### src/rtl/cga_pkg.sv
package cga_pkg;

  localparam int SYM_W = 5;
  localparam int WIN_W = 2 * SYM_W;

  localparam logic [SYM_W-1:0] GRP_J = 5'b11000;
  localparam logic [SYM_W-1:0] GRP_K = 5'b10001;
  localparam logic [WIN_W-1:0] SSD_PAIR = {GRP_J, GRP_K};

  // New bit enters at the low end; oldest bit leaves at the top.
  function automatic logic [WIN_W-1:0] cga_push(input logic [WIN_W-1:0] w,
                                                 input logic b);
    return {w[WIN_W-2:0], b};
  endfunction

  // Legal 5B groups: sixteen data codes and six control codes.
  function automatic logic cga_is_legal(input logic [SYM_W-1:0] s);
    case (s)
      5'b11110, 5'b01001, 5'b10100, 5'b10101,
      5'b01010, 5'b01011, 5'b01110, 5'b01111,
      5'b10010, 5'b10011, 5'b10110, 5'b10111,
      5'b11010, 5'b11011, 5'b11100, 5'b11101: return 1'b1;
      5'b11111, 5'b11000, 5'b10001,
      5'b01101, 5'b00111, 5'b00100:            return 1'b1;
      default:                                 return 1'b0;
    endcase
  endfunction

endpackage

### src/rtl/cga_shifter.sv
module cga_shifter #(
  parameter int WIN_W = cga_pkg::WIN_W
) (
  input  logic             clk,
  input  logic             rst_n,
  input  logic             clr,
  input  logic             shift_en,
  input  logic             bit_in,
  output logic [WIN_W-1:0] win_next
);
  logic [WIN_W-1:0] win_q;

  assign win_next = cga_pkg::cga_push(win_q, bit_in);

  always_ff @(posedge clk or negedge rst_n) begin
    if (!rst_n)        win_q <= '0;
    else if (clr)      win_q <= '0;
    else if (shift_en) win_q <= win_next;
  end
endmodule

### src/rtl/cga_framer.sv
module cga_framer #(
  parameter int SYM_W = cga_pkg::SYM_W
) (
  input  logic clk,
  input  logic rst_n,
  input  logic clr,
  input  logic bit_en,
  input  logic ssd_match,
  output logic aligned,
  output logic jk_hit,
  output logic grp_tick
);
  localparam int PH_W = $clog2(SYM_W);
  localparam logic [PH_W-1:0] PH_LAST = PH_W'(SYM_W - 1);

  logic [PH_W-1:0] phase_q;

  assign jk_hit   = !aligned && bit_en && ssd_match;
  assign grp_tick = aligned && bit_en && (phase_q == PH_LAST);

  always_ff @(posedge clk or negedge rst_n) begin
    if (!rst_n) begin
      aligned <= 1'b0;
      phase_q <= '0;
    end else if (clr) begin
      aligned <= 1'b0;
      phase_q <= '0;
    end else if (jk_hit) begin
      aligned <= 1'b1;
      phase_q <= '0;
    end else if (aligned && bit_en) begin
      phase_q <= (phase_q == PH_LAST) ? '0 : phase_q + 1'b1;
    end
  end

  assert_phase_range_R4: assert property (@(posedge clk) disable iff (!rst_n)
    phase_q <= PH_LAST);

  assert_idle_phase_unlocked_R7: assert property (@(posedge clk) disable iff (!rst_n)
    !aligned |-> phase_q == '0);
endmodule

### src/rtl/cga_classify.sv
module cga_classify #(
  parameter int SYM_W = cga_pkg::SYM_W
) (
  input  logic             clk,
  input  logic             rst_n,
  input  logic             clr,
  input  logic             grp_tick,
  input  logic [SYM_W-1:0] grp,
  output logic [SYM_W-1:0] sym_out,
  output logic             sym_valid,
  output logic             code_err
);
  always_ff @(posedge clk or negedge rst_n) begin
    if (!rst_n) begin
      sym_out   <= '0;
      sym_valid <= 1'b0;
      code_err  <= 1'b0;
    end else if (clr) begin
      sym_valid <= 1'b0;
      code_err  <= 1'b0;
    end else begin
      sym_valid <= grp_tick;
      code_err  <= grp_tick && !cga_pkg::cga_is_legal(grp);
      if (grp_tick) sym_out <= grp;
    end
  end

  assert_err_needs_strobe_R9: assert property (@(posedge clk) disable iff (!rst_n)
    code_err |-> sym_valid);
endmodule

### src/rtl/cg_align_mon.sv
module cg_align_mon #(
  parameter int SYM_W = cga_pkg::SYM_W,
  parameter int WIN_W = cga_pkg::WIN_W
) (
  input  logic             clk,
  input  logic             rst_n,
  input  logic             link_up,
  input  logic             bit_valid,
  input  logic             bit_in,
  output logic [SYM_W-1:0] sym_out,
  output logic             sym_valid,
  output logic             aligned,
  output logic             code_err
);
  logic             clr;
  logic             bit_en;
  logic [WIN_W-1:0] win_next;
  logic             ssd_match;
  logic             jk_hit;
  logic             grp_tick;

  assign clr       = !link_up;
  assign bit_en    = bit_valid && link_up;
  assign ssd_match = (win_next == cga_pkg::SSD_PAIR);

  cga_shifter #(.WIN_W(WIN_W)) shifter_i (
    .clk(clk), .rst_n(rst_n), .clr(clr), .shift_en(bit_en),
    .bit_in(bit_in), .win_next(win_next)
  );

  cga_framer #(.SYM_W(SYM_W)) framer_i (
    .clk(clk), .rst_n(rst_n), .clr(clr), .bit_en(bit_en),
    .ssd_match(ssd_match), .aligned(aligned), .jk_hit(jk_hit),
    .grp_tick(grp_tick)
  );

  cga_classify #(.SYM_W(SYM_W)) classify_i (
    .clk(clk), .rst_n(rst_n), .clr(clr), .grp_tick(grp_tick),
    .grp(win_next[SYM_W-1:0]), .sym_out(sym_out),
    .sym_valid(sym_valid), .code_err(code_err)
  );

  assert_no_strobe_unlocked_R7: assert property (@(posedge clk) disable iff (!rst_n)
    sym_valid |-> aligned);

  assert_link_drop_clears_R8: assert property (@(posedge clk) disable iff (!rst_n)
    !link_up |=> (!aligned && !sym_valid && !code_err));

  assert_lock_held_R3: assert property (@(posedge clk) disable iff (!rst_n)
    (aligned && link_up) |=> aligned);

  assert_lock_from_delim_R2: assert property (@(posedge clk) disable iff (!rst_n)
    $rose(aligned) |-> $past(jk_hit));

  assert_strobe_single_R4: assert property (@(posedge clk) disable iff (!rst_n)
    sym_valid |=> !sym_valid);
endmodule

### config.mk
export PLATFORM = sky130hd
export DESIGN_NAME = cg_align_mon
export DESIGN_NICKNAME = d
export VERILOG_FILES = /design/src/rtl/cga_pkg.sv /design/src/rtl/cga_shifter.sv /design/src/rtl/cga_framer.sv /design/src/rtl/cga_classify.sv /design/src/rtl/cg_align_mon.sv
export SDC_FILE = /design/constraint.sdc
export NUM_CORES = 1
export LEC_CHECK = 0
export BUFFER_PORTS_ARGS = -buffer_cell sky130_fd_sc_hd__buf_2
export CAP_MARGIN = 20
export CORE_MARGIN = 2
export CORE_UTILIZATION = 54
export DETAILED_ROUTE_END_ITERATION = 8
export PLACE_DENSITY = 0.75
export SYNTH_ARGS = -nofsm -noshare
export SYNTH_HDL_FRONTEND = slang
export SYNTH_SLANG_ARGS = --single-unit
### constraint.sdc
create_clock -name clk -period 1.64 [get_ports clk]
set_input_delay 0.082 -clock clk [delete_from_list [all_inputs] [get_ports clk]]
set_output_delay 0.082 -clock clk [all_outputs]
set_load 0.02 [all_outputs]
; Word-level counts from Yosys, hierarchy flattened
; Memory sizes are Yosys's and may differ from the RTL's.
; Cells that the tools add are included.
[op_classes]
n_addsub = 1
n_eq_ne = 5
muxes = 11
reduce_logical = 9
[ops]
columns = operator, n
row1 = 9-bit 2-to-1 mux, 2
row2 = 3-bit 2-to-1 mux, 4
row3 = 10-bit equality test (second input constant), 1
row4 = 1-bit logical AND, 6
row5 = 1-bit 2-to-1 mux, 5
row6 = 2-bit by 1-bit != test with 1-bit output (second input constant), 2
row7 = 3-bit by 1-bit adder with 3-bit output (second input constant), 1
row8 = 3-bit equality test (second input constant), 1
row9 = 3-bit by 1-bit != test with 1-bit output (second input constant), 1
row10 = 1-bit logical NOT, 2
row11 = 2-bit AND reduction, 1
[word_totals]
regBits = 20
rom_bits = 32
inputBits = 5
out_inout_bits = 8
n_memories = 1
[memory_table]
columns = name, depth, width, rd, rd_clocked_by_memory_dff, wr, line_no
row1 = (no name shown), 32, 1, 1, 0, 0, cga_pkg.sv:18  ; case (s)

; Depth between registers and ports, before layout
; Gate-level depths: netlist (run 1).
[depth]
word_depth = 5
depth_mapped = 5

; Hierarchy
; Synthesis (run 1) repeated with hierarchy kept, for this count alone.
[unflattened]
cells_unflattened = 88
hier_area_um2 = 950.9
[by_module_without_submodules]
columns = mod, instances, cells_per_inst, area_per_inst_um2
row1 = cga_shifter, 1, 30, 371.6
row2 = cga_classify, 1, 27, 324.1
row3 = cga_framer, 1, 26, 219.0
row4 = cg_align_mon, 1, 5, 36.3

; Worst setup path after synthesis (run 1)
; Ideal clock, no wire load.
[synth_path]
kind = reg2reg
startpoint = register framer_i.aligned
endpoint = register framer_i.phase_q[1]
setup_time_ns = 0.126
arrival_time_ns = 1.321
required_time_ns = 1.514
setup_slack_ns = 0.193
stages_incl_launch_ff = 4
period_less_slack_ns = 1.447
path_cell_list = dfrtp_1 -> or4bb_4 -> o31ai_4 -> nor2_1
[synth_between]
elab_chain_cells = 5
elab_cells_between_ends = 7
cone_classes = eq/ne: 1 / mux: 2 / reduce/logical: 4
[synth_rtl]
columns = item, line_no
row1 = from (decl), cga_framer.sv:9  ; output logic aligned,
row2 = from (signal assigned), cga_framer.sv:23  ; aligned <= 1'b0;
row3 = from (signal assigned), cga_framer.sv:26  ; aligned <= 1'b0;
row4 = from (signal assigned), cga_framer.sv:29  ; aligned <= 1'b1;
row5 = 1-bit logical NOT, cga_framer.sv:18  ; assign jk_hit = !aligned && bit_en && ssd_match;
row6 = 1-bit logical AND (2 in series), cga_framer.sv:18
row7 = 3-bit 2-to-1 mux, cga_framer.sv:28  ; end else if (jk_hit) begin
row8 = 3-bit 2-to-1 mux, cga_framer.sv:25  ; end else if (clr) begin
row9 = to (signal assigned), cga_framer.sv:32  ; phase_q <= (phase_q == PH_LAST) ? '0 : phase_q + 1'b1;
row10 = to (decl), cga_framer.sv:16  ; logic [PH_W-1:0] phase_q;
; Parallel ways exist; a longest one is shown, timed or not.
; A chain may end at the register's enable or synchronous reset.

; Worst setup path after layout (run 1)
[layout_path]
startpoint = register framer_i.phase_q[0]
endpoint = register classify_i.sym_out[3]
[layout_between]
elab_chain_cells = 3
[layout_rtl]
columns = item, line_no
row1 = 3-bit equality test, cga_framer.sv:19  ; assign grp_tick = aligned && bit_en && (phase_q == PH_LAST);
row2 = 1-bit logical AND, cga_framer.sv:19
row3 = 2-bit AND reduction (no source line), --
row4 = to (signal assigned), cga_classify.sv:24  ; if (grp_tick) sym_out <= grp;
row5 = to (decl), cga_classify.sv:9  ; output logic [SYM_W-1:0] sym_out,
; No other way between the ends.

==> flow_metrics.env, run 1 <==
export IMPL_status="finished clean"
export IMPL_fin_crit_sh=0.927
export IMPL_ir_drop_v=0.000619
export IMPL_final_cell_area_um2=1110
export IMPL_dieHeight_um=45.9
export IMPL_cp_required_ps=1830
export IMPL_cp_end_kind="flop"
export IMPL_startpoint_type="flop"
export IMPL_port_buffers=12
export IMPL_arrival_ps=1710
export IMPL_ys_types=25
export IMPL_avgSynthCellArea_um2=12.3
export IMPL_dr_pass1_iters=2
export IMPL_synth_top_family_by_area="multiplexers"
export IMPL_nNetsFinal=106
export IMPL_min_delay_path_class="input port to flop"
export IMPL_initial_core_util=0.560
export IMPL_overflow=0
export IMPL_synthMuxAreaShare=0.165
export IMPL_p_per_area_nw_per_um2=858
export IMPL_drv_cap=0
export IMPL_grt_setup_unrepaired="no"
export IMPL_drive_gt1_frac=0.281
export IMPL_htree_levels=1
export IMPL_nFillCells=129
export IMPL_worst_pin_slew_ps=430
export IMPL_antenna_left=0
export IMPL_finalClockSkew_ps=5.36
export IMPL_first_iter_violations=5
export IMPL_syn_cell_area_um2=946
export IMPL_routed_wl_mm=1.54
export IMPL_grt_pass1_vias=622
export IMPL_synth_compound_area_frac=0.0608
export IMPL_wl_per_cell_um=13.6
export IMPL_die_w_um=45.9
export IMPL_clk_pin_slew_ps=120
export IMPL_slew_viol_final=0
export IMPL_grt_pass1_wl_mm=2.68
export IMPL_final_common_cell="dfrtp_1"
export IMPL_track_usage=0.179
export IMPL_setup_violations_final=0
export IMPL_drcViolationCount=0
export IMPL_max_slew_margin=0.713
export IMPL_clk_latency_ps=300
export IMPL_syn_num_nets=86
export IMPL_die_area_um2=2100
export IMPL_cts_tree="done"
export IMPL_cts_sinks=20
export IMPL_grt_antenna_before_repair=0
export IMPL_core_area_um2=1690
export IMPL_period_minus_slack_ps=1520
export IMPL_root_buffer="clkbuf_4"
export IMPL_setup_tns_ps=0
export IMPL_fp_row_count=15
export IMPL_synth_seq_cells=20
export IMPL_synth_fa_ha_area_frac=0.0529
export IMPL_diodes=0
export IMPL_via_per_inst=5.65
export IMPL_num_vias=639
export IMPL_place_congestion=0.714
export IMPL_critPathKind="flop to flop"
export IMPL_synthToLayoutAreaGrowth_pct=17.5
export IMPL_ys_seq_area_frac=0.529
export IMPL_ios=13
export IMPL_yosysWarnings=0
export IMPL_synth_xor_area_share=0.00926
export IMPL_place_area_um2=1050
export IMPL_syn_inst=77
export IMPL_final_cell_mix="dfrtp_1 (20), buf_2 (12), mux2i_1 (10)"
export IMPL_p_leak_nw=0.566
export IMPL_synth_simple_area_share=0.157
export IMPL_grt_max_degree=21
export IMPL_max_freq_mhz=658
export IMPL_cts_resized=0
export IMPL_worstPathMaxFanout=7
export IMPL_clock_path_buffers=2
export IMPL_tritoncts_num_buffers=3
export IMPL_hold_violations=0
-- stage by stage --
step	utilization	power, mW	setup slack, ps	cells	hold slack (ps)
after floorplan	-	0.538	193	77	-214
after global placement	0.621	0.561	180	108	44.8
after detailed placement	0.621	0.561	153	108	44.3
after CTS	0.658	0.963	131	113	49.0
after global routing	0.658	0.991	31.9	113	75.5
final	0.658	0.953	120	113	58.9
-- sequential cells by signal (all words and copies together) (netlist names) --
name,cells
classify_i.code_err,1
classify_i.sym_out,5
classify_i.sym_valid,1
framer_i.aligned,1
framer_i.phase_q,3
shifter_i.win_q,9
-- layout make-up --
class / count / area (um^2) / share of cell area
clock buffer: 3 / 22.5 / 0.0203
clock inverter: 1 / 30.0 / 0.0270
inverter: 4 / 15.0 / 0.0135
multi-input combinational: 51 / 422 / 0.380
sequential: 20 / 500 / 0.450
tap: 17 / 21.3 / 0.0191
timing repair buffer: 17 / 100 / 0.0901
-- Yosys cell counts (all sizes together) --
| cell | count | area [um^2] |
|---|---|---|
| dfrtp | 20 | 500 |
| buf | 1 | 5.00 |
| mux2 | 5 | 56.3 |
| or3b | 1 | 8.76 |
| ha | 4 | 50.1 |
| nand4 | 1 | 6.26 |
| o31ai | 2 | 28.8 |
| inv | 4 | 15.0 |
| mux2i | 10 | 100 |
| nand3 | 1 | 5.00 |
| nor2 | 4 | 17.5 |
| o21ai | 2 | 10.0 |
| o22a | 1 | 8.76 |
| or4bb | 1 | 15.0 |
| or4 | 1 | 11.3 |
| and3 | 1 | 6.26 |
| nor2b | 9 | 56.3 |
| a21oi | 2 | 10.0 |
| nand3b | 1 | 7.51 |
| xnor2 | 1 | 8.76 |
| nand2 | 4 | 15.0 |
| clkbuf | 1 | 3.75 |
-- worst max-delay path, stage by stage (launching register included) --
cell,delay [ps]
dfrtp_1,430
inv_1,90
ha_1,160
nand2_1,80
nor2_2,290
mux2_2,370
-- where the power goes --
group	internal (mW)	switching (mW)
logic	0.0234	0.0306
clock network	0.247	0.153
registers	0.496	0.00305
total	0.766	0.187
-- kinds of logic (layout without fill, tap and decap cells) --
group | count (synthesis) | after routing
and+or+nand+nor | 24 | 24
DFF | 20 | 20
muxes | 15 | 15
AOI/OAI and AO/OA | 7 | 7
buffers and inverters | 6 | 25
adders and majority gates | 4 | 4
xor gates and xnor gates | 1 | 1
-- final timing paths --
kind                                                    from                                end  slack [ps]  cells past startpoint
setup / recovery             framer_i.phase_q[0]$_DFFE_PN0P_  classify_i.sym_out[3]$_DFFE_PN0P_         120                      5
hold / removal                                        bit_in  classify_i.sym_out[0]$_DFFE_PN0P_          60                      2
min in group asynchronous                              rst_n    framer_i.phase_q[2]$_DFFE_PN0P_         240                      2
setup reg to reg             framer_i.phase_q[0]$_DFFE_PN0P_  classify_i.sym_out[3]$_DFFE_PN0P_         120                      5
max in group asynchronous                              rst_n  classify_i.sym_out[4]$_DFFE_PN0P_        1090                      2
hold reg to reg            classify_i.sym_out[0]$_DFFE_PN0P_  classify_i.sym_out[0]$_DFFE_PN0P_         490                      1
-- repair_timing --
| action | CTS | global route |
|---|---|---|
| hold endpoints to repair | 20 | 0 |
| hold buffers | 1 | 0 |
| buffers inserted | 0 | 0 |
-- per-layer routing --
| metal | GRT usage | share of wire | routed length, um |
|---|---|---|---|
| met5 | 0 | 0 | 0 |
| met2 | 0.292 | 0.49 | 749 |
| met4 | 0.0686 | 0.014 | 21 |
| met1 | 0.232 | 0.48 | 735 |
| met3 | 0.0357 | 0.022 | 34 |
Power figures use the tool's default switching activity.
==> inputs of run 2 (changes only) <==
--- a/config.mk
+++ b/config.mk
@@ -10,6 +10,7 @@
 export CORE_MARGIN = 2
 export CORE_UTILIZATION = 54
 export DETAILED_ROUTE_END_ITERATION = 8
+export GPL_TIMING_DRIVEN = 0
 export PLACE_DENSITY = 0.75
 export SYNTH_ARGS = -nofsm -noshare
 export SYNTH_HDL_FRONTEND = slang
==> run 2 against run 1 <==
Combinational power down 4.3%; sequential cell count unchanged; sequential share of layout area up 0.88 points; fmax down 2.1%; first-iteration DRC count up 40%; via count down 8.6%; sequential power about the same; wire length down 6.9%; highest routed layer unchanged.
==> flow_metrics.env, run 2 (synthesized netlist as in run 1, its figures left out) <==
export IMPL_status="finished clean"
export IMPL_place_congestion=0.695
export IMPL_synthToLayoutAreaGrowth_pct=15.2
export IMPL_cp_required_ps=1840
export IMPL_overflow=0
export IMPL_reg2reg_from="shifter_i.win_q[2]$_DFFE_PN0P_"
export IMPL_nNetsFinal=104
export IMPL_drv_cap=0
export IMPL_reg2reg_slack_ps=90
export IMPL_hpwl_mm=1.03
export IMPL_via_per_inst=5.26
export IMPL_holdPathStages=3
export IMPL_cp_end_kind="flop"
export IMPL_fp_row_count=15
export IMPL_initial_core_util=0.560
export IMPL_clock_path_buffers=2
export IMPL_critPathKind="flop to flop"
export IMPL_grt_pass1_wl_mm=2.42
export IMPL_max_freq_mhz=644
export IMPL_hold_start="link_up"
export IMPL_grt_antenna_before_repair=0
export IMPL_worst_pin_slew_ps=434
export IMPL_p_leak_nw=0.552
export IMPL_max_slew_margin=0.711
export IMPL_cts_tree="done"
export IMPL_cts_resized=0
export IMPL_die_w_um=45.9
export IMPL_ios=13
export IMPL_arrival_ps=1750
export IMPL_finalClockSkew_ps=0.902
export IMPL_htree_levels=1
export IMPL_wl_per_cell_um=12.9
export IMPL_grt_pass1_vias=533
export IMPL_worstPathMaxFanout=7
export IMPL_seq_area_um2=500
export IMPL_antenna_left=0
export IMPL_track_usage=0.166
export IMPL_drcViolationCount=0
export IMPL_ir_drop_v=0.000582
export IMPL_setup_tns_ps=0
export IMPL_root_buffer="clkbuf_4"
export IMPL_setup_violations_final=0
export IMPL_startpoint_type="flop"
export IMPL_drive_gt1_frac=0.255
export IMPL_regMostFlops="shifter_i.win_q"
export IMPL_post_route_util=0.645
export IMPL_core_area_um2=1690
export IMPL_clk_latency_ps=300
export IMPL_cts_sinks=20
export IMPL_num_vias=584
export IMPL_hold_violations=0
export IMPL_clk_pin_slew_ps=110
export IMPL_final_common_cell="dfrtp_1"
export IMPL_post_cts_buffers=0
export IMPL_cts_hold_buf=1
export IMPL_slew_viol_final=0
export IMPL_multi_input_area_um2=422
export IMPL_nFillCells=138
export IMPL_port_buffers=12
export IMPL_reg2reg_depth=3
export IMPL_fin_crit_sh=0.947
export IMPL_period_minus_slack_ps=1550
export IMPL_grt_setup_unrepaired="no"
export IMPL_dieHeight_um=45.9
export IMPL_largest_reg_flops=9
export IMPL_min_delay_path_class="input port to flop"
export IMPL_holdPathEnd="framer_i.phase_q[2]$_DFFE_PN0P_"
export IMPL_stdcell_count=111
export IMPL_dr_pass1_iters=3
export IMPL_diodes=0
export IMPL_r2r_end="framer_i.phase_q[1]$_DFFE_PN0P_"
export IMPL_grt_max_degree=21
export IMPL_reg_top3="shifter_i.win_q (9), classify_i.sym_out (5), framer_i.phase_q (3)"
export IMPL_dp_cells=106
export IMPL_final_cell_mix="dfrtp_1 (20), buf_2 (13), mux2i_1 (10)"
export IMPL_tritoncts_num_buffers=3
export IMPL_p_per_area_nw_per_um2=874
export IMPL_die_area_um2=2100
export IMPL_routed_wl_mm=1.43
export IMPL_first_iter_violations=7
run 2: cell count changes in the layout (fill, tap and decap cells not counted):
cell	delta
buf_2	+1
buf_4	-4
clkbuf_1	+1
run 2: power breakdown:
| group | internal, mW | leakage [nW] | switching (mW) |
|---|---|---|---|
| Sequential | 0.496 | 0.279 | 0.00372 |
| Clock | 0.247 | 0.0279 | 0.154 |
| Combinational | 0.0224 | 0.245 | 0.0293 |
run 2: worst max path at each step:
| stage | to | start | depth (start not counted) | slack, ps |
|---|---|---|---|---|
| final | framer_i.phase_q[1]$_DFFE_PN0P_ | shifter_i.win_q[2]$_DFFE_PN0P_ | 3 | 90 |
| after global routing | framer_i.phase_q[1]$_DFFE_PN0P_ | shifter_i.win_q[2]$_DFFE_PN0P_ | 3 | 3 |
| after CTS | framer_i.phase_q[1]$_DFFE_PN0P_ | shifter_i.win_q[2]$_DFFE_PN0P_ | 3 | 70 |
| after detailed placement | framer_i.phase_q[1]$_DFFE_PN0P_ | shifter_i.win_q[2]$_DFFE_PN0P_ | 3 | 90 |
| after global placement | framer_i.phase_q[1]$_DFFE_PN0P_ | shifter_i.win_q[2]$_DFFE_PN0P_ | 3 | 110 |
| after floorplan | framer_i.phase_q[1]$_DFFE_PN0P_ | framer_i.aligned$_DFFE_PN0P_ | 3 | 190 |
run 2: routing by layer:
| layer | global-route usage | share of wire | up-vias |
|---|---|---|---|
| met2 | 0.231 | 0.43 | 10 |
| met4 | 0.0857 | 0.015 | 0 |
| met3 | 0.0357 | 0.031 | 4 |
| met5 | 0 | 0 | - |
| met1 | 0.242 | 0.53 | 268 |
| li1 | - | - | 302 |
run 2: area by class of cell:
cell class / count / share of cell area
multi-input combinational: 51 / 0.387
buffer: 2 / 0.00804
timing repair buffer: 13 / 0.0643
clock buffer: 3 / 0.0207
inverter: 4 / 0.0138
sequential: 20 / 0.459
tap: 17 / 0.0195
clock inverter: 1 / 0.0276
run 2: metrics by stage:
step | setup slack, ps | cell area, um^2 | hold slack (ps) | power [mW]
floorplan | 193 | 946 | -214 | 0.538
global placement | 109 | 1030 | 43.8 | 0.559
detailed placement | 93.3 | 1030 | 45.2 | 0.560
CTS | 74.3 | 1090 | 33.9 | 0.962
global route | 3.36 | 1090 | 47.7 | 0.991
finish | 87.4 | 1090 | 38.1 | 0.952
run 2: critical path, cell delays in order, from the launching register on:
cell	delay (ps)
dfrtp_1	490
or4_4	590
o31ai_4	290
nor2_1	80
